## config.mk

```make
export PLATFORM = sky130hd
export DESIGN_NAME = majority_voter
export DESIGN_NICKNAME = d
export VERILOG_FILES = /design/src/rtl/majority_voter.sv
export SDC_FILE = /design/constraint.sdc
export NUM_CORES = 1
export LEC_CHECK = 0
export ABC_AREA = 1
export BUFFER_PORTS_ARGS = -buffer_cell sky130_fd_sc_hd__buf_2
export CAP_MARGIN = 20
export CORE_UTILIZATION = 55
export CTS_BUF_LIST = sky130_fd_sc_hd__clkbuf_8
export CTS_CLUSTER_DIAMETER = 50
export DETAILED_ROUTE_END_ITERATION = 8
export GPL_ROUTABILITY_DRIVEN = 0
export PLACE_DENSITY = 0.75
export SYNTH_ARGS = -nofsm -noshare
export SYNTH_HDL_FRONTEND = slang
export SYNTH_SLANG_ARGS = --single-unit
```

## constraint.sdc

```tcl
create_clock -name clk -period 6.05 [get_ports clk]
set_clock_uncertainty 0.1 [all_clocks]
set_input_delay 0.605 -clock clk [delete_from_list [all_inputs] [get_ports clk]]
set_output_delay 0.605 -clock clk [all_outputs]
set_load 0.02 [all_outputs]
```

## src/rtl/majority_voter.sv

```systemverilog
module majority_voter #(
  parameter int DW = 32,
  parameter int CW = 32
) (
  input  logic          clk,
  input  logic          rst_n,
  input  logic          start_i,
  input  logic [CW-1:0] count_i,
  input  logic          in_valid_i,
  input  logic [DW-1:0] in_data_i,
  output logic [DW-1:0] result_o,
  output logic          done_o
);

  logic          run_q;
  logic [CW-1:0] idx_q;
  logic [CW-1:0] need_q;
  logic [DW-1:0] cand_q;
  logic [CW-1:0] tally_q;
  logic [DW-1:0] result_q;
  logic          done_q;

  logic          take;
  logic          first;
  logic          match;
  logic          empty;
  logic          last;
  logic [DW-1:0] cand_nxt;
  logic [CW-1:0] tally_nxt;

  assign take  = run_q & in_valid_i & ~start_i;
  assign first = (idx_q == '0);
  assign match = (in_data_i == cand_q);
  assign empty = (tally_q == '0);
  assign last  = ({1'b0, idx_q} + 1'b1) >= {1'b0, need_q};

  assign cand_nxt = (first || (!match && empty)) ? in_data_i : cand_q;

  always_comb begin
    if (first)       tally_nxt = CW'(1);
    else if (match)  tally_nxt = tally_q + 1'b1;
    else if (empty)  tally_nxt = CW'(1);
    else             tally_nxt = tally_q - 1'b1;
  end

  always_ff @(posedge clk or negedge rst_n) begin
    if (!rst_n) begin
      run_q    <= 1'b0;
      idx_q    <= '0;
      need_q   <= '0;
      cand_q   <= '0;
      tally_q  <= '0;
      result_q <= '0;
      done_q   <= 1'b0;
    end else begin
      done_q <= 1'b0;
      if (start_i) begin
        run_q  <= 1'b1;
        idx_q  <= '0;
        need_q <= count_i;
      end else if (take) begin
        cand_q  <= cand_nxt;
        tally_q <= tally_nxt;
        idx_q   <= idx_q + 1'b1;
        if (last) begin
          run_q    <= 1'b0;
          done_q   <= 1'b1;
          result_q <= cand_nxt;
        end
      end
    end
  end

  assign result_o = result_q;
  assign done_o   = done_q;

endmodule

```

==> results.py <==
metrics = {
    "final_layout": {
        "post-route-util_pct": 60.59,
        "fill_cells": 1872,
        "drive_above_1_share_pct": 12.17,
        "nNetsFinal": 1793,
        "finalNonFillerCells": 1972,
        "area_growth_pct": 8.102,
    },
    "setup_path": {
        "crit_path_start_kind": "register",
        "worstPathMaxFanout": 34,
        "rr_startpoint": "idx_q[0]",
        "endpoint_kind": "register",
        "r2r_cells": 18,
        "cp.arrival_ns": 4.47,
        "required_ns": 6.36,
        "crit_type": "register to register",
        "r2r_slack_ns": 1.89,
        "rr_endpoint": "result_o[3]",
    },
    "yosys": {
        "synth_cell_types": 40,
        "avgSynthCellArea_um2": 6.948,
        "yosysWarnings": 0,
        "synth_cells": 1627,
        "ys_ff_latch": 162,
        "synth_edf_count": 0,
        "synth_seq_area_share_pct": 35.86,
        "ys.flop_type": "dfrtp_1",
        "syn-num-nets": 1732,
        "synthesis.area_um2": 11300,
        "async_flop_share_pct": 100.0,
    },
    "clocking": {
        "cts_root_buf": "clkbuf_8",
        "clkTransAtPathRegs_ns": 0.09,
        "numCtsBuffers": 17,
        "clk_latency_ns": 0.48,
        "cts_buffer_depth": 2,
        "ctsHtreeMaxLevel": 4,
        "cts_tree": "built",
        "clock-sinks": 162,
    },
    "drt": {
        "wire_per_inst_um": 14.47,
        "drtIter0Drc": 840,
        "highest_layer": "met4",
        "drc": 0,
        "met2_length_um": 12440,
        "num_vias": 10560,
        "wl_met1_um": 13220,
        "first_pass_iters": 6,
        "wl_met3_um": 2088,
        "via_per_inst": 5.356,
        "ant_nets": 0,
        "wl_um": 28530,
    },
    "grt": {
        "grt_pass1_vias": 9733,
        "gr-usage-all-layers_pct": 27.82,
        "antenna_found_initial": 1,
        "grt_overflow": 0,
        "grt_max_degree": 108,
        "grt_pass1_wl_um": 48020,
    },
    "hold_path": {
        "holdPathEnd": "need_q[29]",
        "hold_depth": 3,
        "min_from": "count_i[29]",
        "hp-class": "input port to register",
    },
    "timing": {
        "slew_headroom_pct": 30.42,
        "fin_ws_ns": 1.888,
        "fin_crit_sh_pct": 68.80,
        "fin_crit_ns": 4.162,
        "rsz0062_at_grt": "no",
        "slew_viol_final": 0,
        "worst_pin_slew_ns": 1.041,
        "timing.setup.tns_ns": 0,
        "final-setup-viol-count": 0,
        "hold_violations": 0,
        "fmax_mhz": 240.3,
    },
    "die": {
        "die_area_um2": 21130,
        "io-pin-count": 101,
        "row_count": 52,
        "die_w_um": 145.4,
        "core_um2": 20170,
        "die_h_um": 145.4,
        "start_util_pct": 56.05,
    },
    "placed_design": {
        "dp_cells": 1937,
        "hpwl_um": 20170,
        "port_buffers": 100,
        "place_ws_ns": 1.963,
    },
    "status": {
        "status": "complete, no violations",
    },
    "pwr": {
        "p_leak_nw": 6.504,
        "power_mw": 3.302,
        "power.density_nw_per_um2": 270.2,
        "ir_worst_vdd_v": 0.0001746,
    },
    "run": {
        "cap_viol_max_count": 0,
    },
}
Yosys cell counts (18+ instances only):
cell type,instances,area share (%)
inv_1,209,6.9
o21ai_2,32,2.5
xor2_1,57,4.4
o21ai_0,74,3.3
nand4_1,48,2.7
ha_1,37,4.1
o22ai_1,18,1.0
nand2_1,531,18
nand3_1,130,5.8
nor2_1,132,4.4
clkbuf_1,26,0.86
dfrtp_1,162,36
nor3_1,25,1.1
xnor2_1,20,1.5
per-layer routing:
| metal | up-vias | GRT usage (%) |
|---|---|---|
| met4 | 0 | 10.37 |
| li1 | 5280 | - |
| met3 | 59 | 6.301 |
| met5 | - | 0 |
| met1 | 4835 | 39.61 |
| met2 | 388 | 41.42 |
critical path, stage by stage (launching register included):
cell and delay, ns:
dfrtp_1 0.42, ha_1 0.29, nand3_2 0.12, nor2_2 0.15
nand2_2 0.14, nor2_4 0.19, xor2_1 0.20, inv_1 0.06
ha_1 0.29, nand2_1 0.07, nor2_1 0.33, nand2_1 0.11
nor2_1 0.15, nand3_1 0.09, nand3_1 0.16, nand2_1 0.14
a21oi_4 0.78, nand3_1 0.17, nand2_1 0.10
per-stage QoR:
step | area (µm²) | hold slack (ns)
after floorplan | 11300 | 0.2094
after global placement | 11800 | 0.3582
after detailed placement | 11800 | 0.3612
after CTS | 12180 | 0.1975
after global routing | 12220 | 0.2177
final | 12220 | 0.2305
placed cells by master, fill, tap and decap left out, types with 2 or more instances in the layout:
cell type   instances
a21oi_1            16
o21ai_2            32
ha_1               37
nand3_1           130
nand3_2             3
xor2_1             57
nor3_2              2
o21bai_1            3
nand2_2             6
buf_4               5
nand2_1           531
nor4_1             10
inv_6               6
clkbuf_8           17
inv_1             209
nand2_4             3
nand4_1            48
o21ai_0            74
clkinvlp_4          5
xnor2_1            20
nor3_1             25
nor2_1            132
and2_1              5
inv_2               2
dfrtp_1           162
nor2_2             13
o22ai_1            18
nor2_4              4
buf_2              99
o21ai_1            11
sequential cells by signal (all words and copies together), names as in the netlist:
name / cells
cand_q: 32
idx_q: 32
need_q: 32
result_o: 32
tally_q: 32
done_o: 1
run_q: 1
cell type report:
cell class	count	area, µm²	share of cell area [%]
multi-input cells	1189	6068	49.66
flip-flops and latches	162	4054	33.17
inverters	211	792.0	6.481
repair buffers	107	581.8	4.761
well taps	270	337.8	2.764
clock buffers	17	234.0	1.915
clock inverters	15	150.1	1.229
diodes	1	2.502	0.02048
power by group:
part	internal, mW	leakage (nW)	switching (mW)
sequential	1.21	2.14	0.156
combinational	0.409	4.19	0.734
clock	0.335	0.179	0.460
total	1.95	6.50	1.35
what timing repair did:
action                    4_1_cts  5_1_grt
setup buffers                   0        0
gates resized for setup         0        0
hold buffers                    0        1
hold endpoints to repair        0       28
worst max-delay path by stage:
| stage | start | end | slack (ns) | depth (start not counted) |
|---|---|---|---|---|
| final | idx_q[0] | result_o[3] | 1.89 | 18 |
| after global routing | idx_q[0] | result_o[7] | 1.49 | 18 |
| after CTS | idx_q[0] | result_o[24] | 1.96 | 18 |
| after detailed placement | idx_q[0] | result_o[24] | 1.96 | 18 |
| after global placement | idx_q[0] | result_o[2] | 2.13 | 18 |
| after floorplan | idx_q[0] | result_o[10] | 2.91 | 19 |
kinds of logic (layout without fill, tap and decap cells):
family	count (synthesis)	after routing	share of synthesized area (%)
simple gates	917	917	35.13
buf+inv	276	350	10.46
flops	162	162	35.86
compound gates	158	158	8.489
xor+xnor	77	77	5.966
fa+ha+maj	37	37	4.095
other cells	0	1	0
No activity file was read; power rests on OpenSTA's default activity.
